===== src/rtl/rxs_pkg.sv =====
package rxs_pkg;
  localparam int CHAR_W = 8;
  localparam int TAG_W  = 3;
  localparam int WORD_W = 16;

  localparam int BIT_CLR = 4;
  localparam int BIT_MSE = 5;
  localparam int BIT_RIE = 6;
  localparam int BIT_SAE = 12;

  typedef struct packed {
    logic              ovr;
    logic              ferr;
    logic              perr;
    logic [TAG_W-1:0]  line;
    logic [CHAR_W-1:0] data;
  } entry_t;

  function automatic logic [WORD_W-1:0] pack_word(logic present, entry_t e);
    return {present, e.ovr, e.ferr, e.perr, 1'b0, e.line, e.data};
  endfunction
endpackage


===== src/rtl/rxs_line_slot.sv =====
module rxs_line_slot
  import rxs_pkg::*;
(
  input  logic              clk,
  input  logic              rst,
  input  logic              en,
  input  logic              in_vld,
  input  logic [CHAR_W-1:0] in_data,
  input  logic              in_perr,
  input  logic              in_ferr,
  input  logic              take,
  output logic              pending,
  output logic [CHAR_W-1:0] hold_data,
  output logic              hold_perr,
  output logic              hold_ferr,
  output logic              lost
);
  logic accept;

  // An arrival is lost only if the slot stays occupied through this edge.
  assign lost   = en & in_vld & pending & ~take;
  assign accept = en & in_vld & ~lost;

  always_ff @(posedge clk) begin
    if (rst) begin
      pending   <= 1'b0;
      hold_data <= '0;
      hold_perr <= 1'b0;
      hold_ferr <= 1'b0;
    end else begin
      if (take)
        pending <= 1'b0;
      if (accept) begin
        pending   <= 1'b1;
        hold_data <= in_data;
        hold_perr <= in_perr;
        hold_ferr <= in_ferr;
      end
    end
  end

  AST_SLOT_IDLE: assert property (@(posedge clk) disable iff (rst)
    (!en && !pending) |=> !pending);
endmodule


===== src/rtl/rxs_scanner.sv =====
module rxs_scanner
  import rxs_pkg::*;
#(
  parameter int LINES = 8
)(
  input  logic                    clk,
  input  logic                    rst,
  input  logic                    en,
  input  logic [LINES-1:0]        pend,
  input  logic [LINES*CHAR_W-1:0] data_bus,
  input  logic [LINES-1:0]        perr_v,
  input  logic [LINES-1:0]        ferr_v,
  output logic [LINES-1:0]        take,
  output logic                    req,
  output entry_t                  cand
);
  localparam int PTR_W = (LINES > 1) ? $clog2(LINES) : 1;
  localparam logic [PTR_W-1:0] LAST = PTR_W'(LINES - 1);

  logic [PTR_W-1:0] ptr;

  always_ff @(posedge clk) begin
    if (rst)
      ptr <= '0;
    else if (en)
      ptr <= (ptr == LAST) ? '0 : ptr + 1'b1;
  end

  always_comb begin
    req       = en & pend[ptr];
    take      = '0;
    take[ptr] = req;
    cand.ovr  = 1'b0;
    cand.ferr = ferr_v[ptr];
    cand.perr = perr_v[ptr];
    cand.line = TAG_W'(ptr);
    cand.data = data_bus[ptr*CHAR_W +: CHAR_W];
  end

  AST_SCAN_HALT: assert property (@(posedge clk) disable iff (rst)
    !en |=> $stable(ptr));
  AST_ONE_TAKE: assert property (@(posedge clk) disable iff (rst)
    $onehot0(take));
endmodule


===== src/rtl/rxs_fifo.sv =====
module rxs_fifo #(
  parameter int DEPTH = 64,
  parameter int W     = 14
)(
  input  logic         clk,
  input  logic         rst,
  input  logic         wr_en,
  input  logic [W-1:0] wr_data,
  input  logic         rd_req,
  output logic [W:0]   rd_word,
  output logic         full,
  output logic         empty
);
  localparam int AW = $clog2(DEPTH);
  localparam logic [AW:0] FULL_CNT = (AW+1)'(DEPTH);

  logic [W-1:0]  mem [DEPTH];
  logic [AW-1:0] wp, rp;
  logic [AW:0]   cnt;
  logic          do_rd;

  assign full  = (cnt == FULL_CNT);
  assign empty = (cnt == '0);
  assign do_rd = rd_req & ~empty;

  always_ff @(posedge clk) begin
    if (wr_en)
      mem[wp] <= wr_data;
  end

  always_ff @(posedge clk) begin
    if (rst)
      rd_word <= '0;
    else if (rd_req)
      rd_word <= do_rd ? {1'b1, mem[rp]} : '0;
  end

  always_ff @(posedge clk) begin
    if (rst) begin
      wp  <= '0;
      rp  <= '0;
      cnt <= '0;
    end else begin
      if (wr_en) wp <= wp + 1'b1;
      if (do_rd) rp <= rp + 1'b1;
      case ({wr_en, do_rd})
        2'b10:   cnt <= cnt + 1'b1;
        2'b01:   cnt <= cnt - 1'b1;
        default: cnt <= cnt;
      endcase
    end
  end

  AST_NO_OVERFLOW: assert property (@(posedge clk) disable iff (rst)
    wr_en |-> (!full || rd_req));
  AST_COUNT_RANGE: assert property (@(posedge clk) disable iff (rst)
    cnt <= FULL_CNT);
  AST_EMPTY_READ_ZERO: assert property (@(posedge clk) disable iff (rst)
    (rd_req && empty) |=> (rd_word == '0));
endmodule


===== src/rtl/tagged_rx_silo.sv =====
module tagged_rx_silo
  import rxs_pkg::*;
#(
  parameter int LINES = 8,
  parameter int DEPTH = 64,
  parameter int ALARM = 16
)(
  input  logic                    clk,
  input  logic                    rst,
  input  logic                    csr_wr,
  input  logic [WORD_W-1:0]       csr_wdata,
  output logic [WORD_W-1:0]       csr_q,
  input  logic                    rbuf_rd,
  output logic [WORD_W-1:0]       rbuf_q,
  input  logic [LINES-1:0]        line_vld,
  input  logic [LINES*CHAR_W-1:0] line_data,
  input  logic [LINES-1:0]        line_perr,
  input  logic [LINES-1:0]        line_ferr,
  output logic                    irq
);
  localparam int EW = $bits(entry_t);
  localparam int CW = $clog2(ALARM + 1);
  localparam logic [CW-1:0] ALARM_C = CW'(ALARM);

  logic mse, rie, sae, clr_q, srst;
  logic ovr_q;
  logic [CW-1:0] since_rd;

  logic [LINES-1:0]        pend_v, take_v, lost_v, perr_v, ferr_v;
  logic [LINES*CHAR_W-1:0] hold_bus;
  logic                    req, push_ok, drop;
  logic                    f_full, f_empty;
  logic [EW:0]             rd_word;
  entry_t                  cand, wr_e;

  wire unused_wbits = ^{csr_wdata[15:13], csr_wdata[11:7], csr_wdata[3:0]};

  assign srst = rst | clr_q;

  // control register; clear takes effect one cycle after it is written
  always_ff @(posedge clk) begin
    if (srst) begin
      mse   <= 1'b0;
      rie   <= 1'b0;
      sae   <= 1'b0;
      clr_q <= 1'b0;
    end else if (csr_wr) begin
      mse   <= csr_wdata[BIT_MSE];
      rie   <= csr_wdata[BIT_RIE];
      sae   <= csr_wdata[BIT_SAE];
      clr_q <= csr_wdata[BIT_CLR];
    end
  end

  always_comb begin
    csr_q          = '0;
    csr_q[BIT_CLR] = clr_q;
    csr_q[BIT_MSE] = mse;
    csr_q[BIT_RIE] = rie;
    csr_q[BIT_SAE] = sae;
  end

  for (genvar g = 0; g < LINES; g++) begin : g_slot
    rxs_line_slot u_slot (
      .clk       (clk),
      .rst       (srst),
      .en        (mse),
      .in_vld    (line_vld[g]),
      .in_data   (line_data[g*CHAR_W +: CHAR_W]),
      .in_perr   (line_perr[g]),
      .in_ferr   (line_ferr[g]),
      .take      (take_v[g]),
      .pending   (pend_v[g]),
      .hold_data (hold_bus[g*CHAR_W +: CHAR_W]),
      .hold_perr (perr_v[g]),
      .hold_ferr (ferr_v[g]),
      .lost      (lost_v[g])
    );
  end

  rxs_scanner #(.LINES(LINES)) u_scan (
    .clk      (clk),
    .rst      (srst),
    .en       (mse),
    .pend     (pend_v),
    .data_bus (hold_bus),
    .perr_v   (perr_v),
    .ferr_v   (ferr_v),
    .take     (take_v),
    .req      (req),
    .cand     (cand)
  );

  // a full FIFO still accepts when the same edge pops an entry
  assign push_ok = req & (~f_full | rbuf_rd);
  assign drop    = req & ~push_ok;

  always_comb begin
    wr_e     = cand;
    wr_e.ovr = ovr_q;
  end

  rxs_fifo #(.DEPTH(DEPTH), .W(EW)) u_fifo (
    .clk     (clk),
    .rst     (srst),
    .wr_en   (push_ok),
    .wr_data (wr_e),
    .rd_req  (rbuf_rd),
    .rd_word (rd_word),
    .full    (f_full),
    .empty   (f_empty)
  );

  assign rbuf_q = pack_word(rd_word[EW], entry_t'(rd_word[EW-1:0]));

  always_ff @(posedge clk) begin
    if (srst) begin
      ovr_q    <= 1'b0;
      since_rd <= '0;
      irq      <= 1'b0;
    end else begin
      ovr_q <= (ovr_q & ~push_ok) | drop | (|lost_v);
      if (rbuf_rd)
        since_rd <= push_ok ? CW'(1) : '0;
      else if (push_ok && since_rd != ALARM_C)
        since_rd <= since_rd + 1'b1;
      irq <= rie & (sae ? (since_rd == ALARM_C) : ~f_empty);
    end
  end

  AST_CLR_SELF: assert property (@(posedge clk) disable iff (rst)
    clr_q |=> (!clr_q && csr_q == '0));
  AST_IRQ_MASK: assert property (@(posedge clk) disable iff (rst)
    !rie |=> !irq);
endmodule


===== config.mk =====
export PLATFORM = sky130hd
export DESIGN_NAME = tagged_rx_silo
export DESIGN_NICKNAME = d
export VERILOG_FILES = /design/src/rtl/rxs_pkg.sv /design/src/rtl/rxs_line_slot.sv /design/src/rtl/rxs_scanner.sv /design/src/rtl/rxs_fifo.sv /design/src/rtl/tagged_rx_silo.sv
export SDC_FILE = /design/constraint.sdc
export NUM_CORES = 1
export LEC_CHECK = 0
export BUFFER_PORTS_ARGS = -buffer_cell sky130_fd_sc_hd__buf_4
export CORE_ASPECT_RATIO = 1.5
export CORE_MARGIN = 2
export CORE_UTILIZATION = 45
export DETAILED_ROUTE_END_ITERATION = 10
export PLACE_DENSITY = 0.71
export SKIP_CTS_REPAIR_TIMING = 1
export SLEW_MARGIN = 20
export SYNTH_ARGS = -nofsm -noshare
export SYNTH_HDL_FRONTEND = slang
export SYNTH_SLANG_ARGS = --single-unit

===== constraint.sdc =====
create_clock -name clk -period 5.2 [get_ports clk]
set_clock_uncertainty 0.05 [all_clocks]
set_input_delay 0.26 -clock clk [delete_from_list [all_inputs] [get_ports clk]]
set_output_delay 0.26 -clock clk [all_outputs]
set_load 0.05 [all_outputs]

---- Yosys cells after proc, flatten, opt, wreduce, memory -nomap -nowiden ----
Memories as Yosys holds them, arrays and structs flattened. A register that Yosys moved wholly into a read port is not among the register bits.
Cells that the tools add are included.
word-level totals
  RAM bits ................................ 896
  register bits ........................... 136
  output and inout bits ................... 33
  bits of input ports ..................... 108
  word-level logic and storage cells ...... 171
  latch bits .............................. 0
  ROM bits ................................ 0
  memories kept ........................... 1
cells by class
  magnitude comparators ................... 2
  eq/ne operators ......................... 6
  reduce and logical (&&, ||, !) cells .... 14
  bitwise operators ....................... 62
  div/mod/pow operators ................... 0
  multiplexer cells ....................... 35
  shifts and indexed selects .............. 1
  $mul .................................... 0
  add/sub/neg operators ................... 6
memories
  memory      words  width  read ports  clocked after Yosys merged registers in  write ports  RTL line        source
  u_fifo.mem  64     14     1           1                                        1            rxs_fifo.sv:17  logic [W-1:0] mem [DEPTH];
operators with widths
  kind                   count
  $shiftx A64 B7 Y8      1
  $and A1 B1 Y1          38
  $mux W1                24
  $reduce_bool A2 Y1     10
  $not A1 Y1             19
  $mux W15               1
  $pmux W7 S2            1
  $add A6 B1 Y6 const B  2
  $mux W6                2
  $mux W5                2
  $bmux W1 S3            3
  $and A8 B8 Y8          1
  $reduce_or A8 Y1       1
  $add A7 B1 Y7 const B  1
  $eq A7 B7 Y1 const B   1
  $logic_not A7 Y1       1
  $sub A7 B1 Y7 const B  1
  $add A5 B1 Y5 const B  1
  $eq A5 B5 Y1 const B   1
  $ne A5 B5 Y1 const B   1
  $lt A3 B4 Y1 const B   1
  $or A1 B1 Y1           4
  $add A3 B1 Y3 const B  1
  $demux W1 S3           1
  other kinds (6)        7

---- Depth between registers and ports, before layout ----
Gate-level depths: netlist (run 1).
  depth after elaboration ................. 10
  mapped depth ............................ 16
  depth with buffers taken out ............ 14

---- Cells and area by module ----
From an unflattened synthesis (run 1), not the netlist that was laid out.
second synthesis, totals
  cell total of the unflattened synthesis .. 2279
  area, all modules ....................... 41768.8 um2
by module, submodules not included
  module          area each (um2)  cells each  times used
  rxs_fifo        36008.3          1677        1
  rxs_line_slot   511.7            49          8
  rxs_scanner     1018.5           132         1
  tagged_rx_silo  648.1            78          1

---- Least setup slack after synthesis (run 1) ----
Ideal clock, no wire load.
  path kind ............................... register -> register
  start point ............................. reg u_scan.ptr[2]
  end point ............................... mem u_fifo.mem[0][0], data pin
  stages on the path, launching flop included .. 8
  library setup time ...................... 0.702 ns
  slack ................................... -0.593 ns
  path buffers ............................ 4
  data required time ...................... 4.448 ns
  arrival time ............................ 5.041 ns
  cell sequence ........................... dfxtp_1 -> buf_6 -> clkbuf_1 -> buf_1 -> clkbuf_1 -> nand2_1 -> o221a_2 -> o21ai_0
RTL lines
  what                    RTL line           source
  from (decl)             rxs_scanner.sv:20  logic [PTR_W-1:0] ptr;
  from (signal assigned)  rxs_scanner.sv:26  ptr <= (ptr == LAST) ? '0 : ptr + 1'b1;
  to (decl)               rxs_fifo.sv:17

---- Final worst setup path (run 1) ----
  start point ............................. reg u_scan.ptr[1]
  end point ............................... reg u_fifo.cnt[6]
between the ends
  cells in the longest elaborated chain, start to end .. 6
RTL lines
  what                                               RTL line              source
  $bmux W1 S3 *                                      rxs_scanner.sv:30     req = en & pend[ptr];
  $mux W1 (not written as such) *                    rxs_scanner.sv:30
  $and A1 B1 Y1 *                                    rxs_scanner.sv:30
  $and A1 B1 Y1 *                                    tagged_rx_silo.sv:95  assign push_ok = req & (~f_full | rbuf_rd);
  $eq A2 B1 Y1 or $eq A2 B2 Y1 (tied branches)       rxs_fifo.sv:46        case ({wr_en, do_rd})
  $pmux W7 S2 or $reduce_bool A2 Y1 (tied branches)  --
  to (signal assigned)                               rxs_fifo.sv:47        2'b10: cnt <= cnt + 1'b1;
  to (signal assigned)                               rxs_fifo.sv:48        2'b01: cnt <= cnt - 1'b1;
  to (signal assigned)                               rxs_fifo.sv:49        default: cnt <= cnt;
  to (decl)                                          rxs_fifo.sv:19        logic [AW:0] cnt;
Mark *: on every way between the ends. The rest lies on a longest branch, timed or not. The select of a mux whose other input is x is not followed.
A chain may end at the register's enable or synchronous reset.

==> impl_metrics.json, run 1 <==
{
  "drive_gt1_frac": 0.2741,
  "p_sw_uw": 3219,
  "hold_viol": 0,
  "start_util": 0.4533,
  "layout_commonest_cell": "edfxtp_1",
  "synth_top_area_frac": 0.6580,
  "ys_seq_area_frac": 0.7275,
  "grt_pass1_vias": 21705,
  "syn-cell-area_sq_um": 40890,
  "synth_area_per_cell_sq_um": 18.83,
  "drc": 0,
  "vias_per_cell": 5.877,
  "avgRoutedWirePerCell_microns": 26.24,
  "grt_max_degree": 92,
  "drt_wl_total_microns": 96520,
  "ios": 141,
  "rsz0062_at_grt": "no",
  "fmaxAchievable_mhz": 217.7,
  "finalWorstSetupSlack_ns": 0.6058,
  "cts_buffer_depth": 3,
  "tns_ns": 0,
  "p_seq_frac": 0.560,
  "worst-path-max-fanout": 48,
  "fin_util": 0.5255,
  "antenna_found_initial": 0,
  "setup_viol": 0,
  "cts_tree": "done",
  "cts-root-buf": "clkbuf_16",
  "report.final.slew_viol_count": 0,
  "synth_top_area_cell": "edfxtp_1",
  "cts.sinks": 1038,
  "seq_area_sq_um": 29770,
  "firstDrtPassIters": 5,
  "num_vias": 21617,
  "p_sw_frac": 0.1992,
  "min_path_type": "in2reg",
  "post-place-ws_ns": 0.6978,
  "drtAntennaViolNets": 0,
  "power.leakage_uw": 0.01548,
  "placement_rows": 135,
  "fp.dieW_microns": 250.1,
  "relSlewSlack": 0.3335,
  "synth-seq-cells": 1038,
  "synth_area_leaders": "edfxtp_1 (66%), mux4_2 (13%), dfxtp_1 (7.0%)",
  "area_growth_pct": 15.91,
  "layout_common_cells": "edfxtp_1 (896), mux4_2 (228), buf_4 (213), nor2_1 (181), mux2i_1 (150)",
  "crit_path_end_kind": "register",
  "fillCellCount": 6964,
  "final_nets": 2559,
  "pwr-share-clk": 0.412,
  "synthCells": 2172,
  "io_buffers": 115,
  "finalCritPeriodShare": 0.8835,
  "overflow": 0,
  "grt_pass1_wl_microns": 139200,
  "r2r_slack_ns": 0.61,
  "yosys_warnings": 0,
  "cap_violations": 0,
  "gp_routability_congestion": 0.8441,
  "synth_top_flop_cell": "edfxtp_1",
  "ys_types": 64,
  "cts_buffers": 86,
  "tightestPinTransition_ns": 0.9969,
  "antenna_cells": 0,
  "power.internal_uw": 12940,
  "period_needed_ns": 4.594,
  "grt_use_total": 0.2011,
  "clk_pin_slew_ns": 0.07,
  "multi_input_area_sq_um": 10500,
  "worstSetupPathType": "reg2reg",
  "synth-async-reset-ratio": 0,
  "clk-insertion-delay-late_ns": 0.67,
  "post-dp-hpwl_microns": 57540,
  "cp_data_arrival_time_ns": 5.13,
  "status": "completed",
  "drt_iter0_drc": 1947,
  "cp.required_ns": 5.73,
  "htree_levels": 3,
  "fp.dieH_microns": 373.2,
  "synth_edf_count": 896,
  "peakVddDrop_uv": 259.7,
  "startpoint_type": "register",
  "dieArea_sq_um": 93340,
  "power_density_nw_per_um2": 340.9,
  "coreArea_sq_um": 90200,
  "comb_power_share": 0.028
}
==> registers in the layout, summed over array words and instances, names as in the netlist, named ones only <==
register and flops:
u_scan.ptr 3, g_slot.u_slot.hold_data 64, g_slot.u_slot.hold_ferr 8, ovr_q 1, u_fifo.rd_word 15, u_fifo.cnt 7
irq 1, sae 1, g_slot.u_slot.pending 8, u_fifo.wp 6, since_rd 5, mse 1
g_slot.u_slot.hold_perr 8, u_fifo.mem 896, clr_q 1, u_fifo.rp 6, rie 1
==> power groups by stage <==
stage	combinational [uW]	sequential, uW	clock [uW]
floorplan	226	9220	0
global placement	368	9230	0
detailed placement	381	9230	0
CTS	382	9050	6750
global route	474	9050	7040
finish	450	9050	6660
==> metrics by stage <==
stage	total power, uW	cells	cell area, sq um	hold WS (ns)
2_1_floorplan	9448	2184	40930	0.2874
3_3_place_gp	9595	3420	43510	0.4055
3_5_place_dp	9611	3420	43510	0.4091
4_1_cts	16180	3580	46410	-0.2740
5_1_grt	16560	3678	47400	0.3080
6_report	16160	3678	47400	0.3212
==> worst paths after layout <==
check	start	end	cells after the start
setup / recovery	u_scan.ptr[1]	u_fifo.cnt[6]	14
setup reg to reg	u_scan.ptr[1]	u_fifo.cnt[6]	14
hold reg to reg	u_fifo.rd_word[14]	u_fifo.rd_word[14]	2
hold / removal	rbuf_rd	since_rd[4]	3
==> cell families (layout without fill, tap and decap cells) <==
kind of cell	count (synthesis)	count (layout)	share of synthesized area
buffers and inverters	160	490	0.01867
muxes	442	442	0.1799
DFF	1038	1038	0.7275
AOI/OAI and AO/OA	172	172	0.03014
and+or+nand+nor	332	332	0.03703
adders and majority gates	9	9	0.002754
other	1	13	0.00009171
xor gates and xnor gates	18	18	0.003856
==> cells in the mapped netlist (all sizes together) (6+ instances only) <==
master	count
clkbuf	54
and3	6
mux2i	150
a221o	17
xnor2	8
edfxtp	896
or3	7
o22ai	28
o21ai	27
ha	9
a21oi	31
nor3	21
a22o	15
a221oi	16
nand2	48
buf	94
xor2	10
a22oi	11
nor2	191
mux2	64
nand3	21
dfxtp	142
inv	11
mux4	228
==> layer usage <==
layer | global-route usage | part of all wire | vias to the layer above | routed length (microns)
li1 | - | - | 9238 | -
met1 | 0.2439 | 0.37 | 11217 | 35890
met2 | 0.3534 | 0.52 | 953 | 50440
met3 | 0.03497 | 0.064 | 209 | 6193
met4 | 0.08598 | 0.041 | 0 | 3999
met5 | 0 | 0 | - | 0
==> final cells by class <==
type / instances / share of cell area
Tap cell: 1164 / 0.03073
Timing Repair Buffer: 318 / 0.05739
Inverter: 12 / 0.001003
Multi-Input combinational cell: 986 / 0.2215
Clock buffer: 111 / 0.05000
Sequential cell: 1038 / 0.6282
Clock inverter: 49 / 0.01122
==> worst max-delay path: stages (launching register included) <==
cell and delay [ns]:
dfxtp_4 0.77, mux2_2 0.40, a211o_1 0.34, a22oi_4 0.36, nor2_8 0.11, inv_4 0.10
ha_1 0.50, xor2_1 0.15, ha_1 0.23, a21oi_1 0.26, and3b_1 0.23, a221oi_1 0.37
a221oi_1 0.17, or3_1 0.33, a21oi_1 0.13
Power figures use the tool's default switching activity.
==> run 2, diff against run 1 <==
PLACE_DENSITY = 0.69   (was 0.71)
clock period = 5.1 ns   (was 5.2 ns; I/O delays follow)
==> impl_metrics.json, run 2 (synthesis gave the netlist of run 1 again) <==
{
  "fp.dieH_microns": 373.2,
  "multi_input_area_sq_um": 10510,
  "drt_wl_total_microns": 96050,
  "num_vias": 21463,
  "min_path_type": "in2reg",
  "drc": 0,
  "finalCritPeriodShare": 0.8392,
  "coreArea_sq_um": 90200,
  "grt_max_degree": 104,
  "htree_levels": 3,
  "cts-root-buf": "clkbuf_16",
  "grt_pass1_vias": 21925,
  "clk-insertion-delay-late_ns": 0.66,
  "p_seq_frac": 0.549,
  "start_util": 0.4533,
  "status": "completed",
  "cts_buffers": 86,
  "pwr-share-clk": 0.423,
  "fp.dieW_microns": 250.1,
  "peakVddDrop_uv": 264.9,
  "tightestPinTransition_ns": 1.113,
  "antenna_cells": 0,
  "gp_routability_congestion": 0.8629,
  "p_sw_uw": 3342,
  "ios": 141,
  "cap_violations": 0,
  "rsz0062_at_grt": "no",
  "placement_rows": 135,
  "fillCellCount": 6924,
  "avgRoutedWirePerCell_microns": 26.10,
  "hold_viol": 0,
  "power.internal_uw": 13430,
  "io_buffers": 115,
  "cts_tree": "done",
  "layout_commonest_cell": "edfxtp_1",
  "startpoint_type": "register",
  "crit_path_end_kind": "register",
  "area_growth_pct": 16.36,
  "post-place-ws_ns": 0.8545,
  "relSlewSlack": 0.2582,
  "seq_area_sq_um": 29770,
  "drtAntennaViolNets": 0,
  "final_nets": 2559,
  "r2r_cells": 15,
  "fmaxAchievable_mhz": 233.7,
  "drive_gt1_frac": 0.2778,
  "firstDrtPassIters": 6,
  "worstSetupPathType": "reg2reg",
  "p_sw_frac": 0.1993,
  "worstReg2RegStart": "u_scan.ptr[1]",
  "report.final.slew_viol_count": 0,
  "cp_data_arrival_time_ns": 4.81,
  "grt_use_total": 0.2022,
  "comb_power_share": 0.028,
  "power_density_nw_per_um2": 352.5,
  "largest-register": "u_fifo.mem",
  "power.leakage_uw": 0.01556,
  "largest_reg_flops": 896,
  "critPathLaunch": "u_scan.ptr[1]",
  "overflow": 0,
  "post-dp-hpwl_microns": 57640,
  "top_regs": "u_fifo.mem (896), g_slot.u_slot.hold_data (64), u_fifo.rd_word (15)",
  "drt_iter0_drc": 1786,
  "clk_pin_slew_ns": 0.07,
  "tns_ns": 0,
  "r2r_slack_ns": 0.82,
  "worst-path-max-fanout": 53,
  "reg2reg_to": "u_fifo.cnt[6]",
  "antenna_found_initial": 0,
  "period_needed_ns": 4.280,
  "cts_buffer_depth": 3,
  "cts.sinks": 1038,
  "finalWorstSetupSlack_ns": 0.8202,
  "crit_path_end": "u_fifo.cnt[6]",
  "grt_pass1_wl_microns": 139700,
  "setup_viol": 0,
  "dieArea_sq_um": 93340,
  "layout_common_cells": "edfxtp_1 (896), mux4_2 (228), buf_4 (213), nor2_1 (181), mux2i_1 (150)",
  "vias_per_cell": 5.832,
  "cp.required_ns": 5.63
}
==> run 2: changes by cell type in the layout (fill, tap and decap cells not counted), sizes merged <==
cell      before  now
bufinv        10   12
clkbuf       111  113
clkinv        30   26
clkinvlp       5    8
inv           16   15
==> run 2: power groups by stage <==
stage                     combinational [uW]  clock [uW]  sequential [uW]
after global routing                     492        7500             9210
after floorplan                          230           0             9400
final                                    465        7100             9210
after global placement                   386           0             9400
after detailed placement                 399           0             9400
after CTS                                400        7190             9210
==> run 2: metal layers <==
metal,up-vias,global-route usage,wire length (microns)
met4,0,0.08666,3964
met5,-,0,0
met2,867,0.3534,50160
li1,9234,-,-
met3,186,0.03546,5863
met1,11176,0.2468,36070
==> run 2: stage by stage <==
stage | cells | utilization | cell area [sq um] | total power, uW | hold WS [ns]
5_1_grt | 3680 | 0.5275 | 47580 | 17210 | 0.3125
6_report | 3680 | 0.5275 | 47580 | 16770 | 0.3241
3_5_place_dp | 3420 | 0.4825 | 43520 | 9800 | 0.4288
3_3_place_gp | 3420 | 0.4824 | 43510 | 9785 | 0.4147
4_1_cts | 3582 | 0.5166 | 46600 | 16800 | -0.2772
2_1_floorplan | 2184 | - | 40930 | 9633 | 0.2824
==> run 2: worst min-delay path by stage <==
stage                             startpoint                             to  depth (start not counted)  slack (ns)
after floorplan                      rbuf_rd                    since_rd[4]                          1        0.28
after global placement    u_fifo.rd_word[14]             u_fifo.rd_word[14]                          2        0.41
after detailed placement   u_fifo.rd_word[3]              u_fifo.rd_word[3]                          1        0.43
after CTS                            rbuf_rd                    since_rd[3]                          2       -0.28
after global routing                 rbuf_rd                    since_rd[3]                          3        0.31
final                          line_data[33]  g_slot[4].u_slot.hold_data[1]                          4        0.32
==> run 2: critical path, cell delays in order, from the launching register on <==
cell and delay (ns):
dfxtp_4 0.74, mux2_2 0.42, a211o_1 0.34, a22oi_4 0.35
nor2_8 0.11, inv_4 0.12, ha_1 0.15, buf_4 0.19
xor2_1 0.10, ha_1 0.22, a21oi_1 0.22, and3b_1 0.21
a221oi_1 0.34, a221oi_1 0.15, or3_1 0.33, a21oi_1 0.14
==> run 2: final cells by class <==
type                            count  share of cell area
Sequential cell                  1038              0.6258
Tap cell                         1164             0.03061
Timing Repair Buffer              318             0.05717
Multi-Input combinational cell    986              0.2208
Inverter                           12           0.0009993
Clock inverter                     49             0.01270
Clock buffer                      113             0.05191
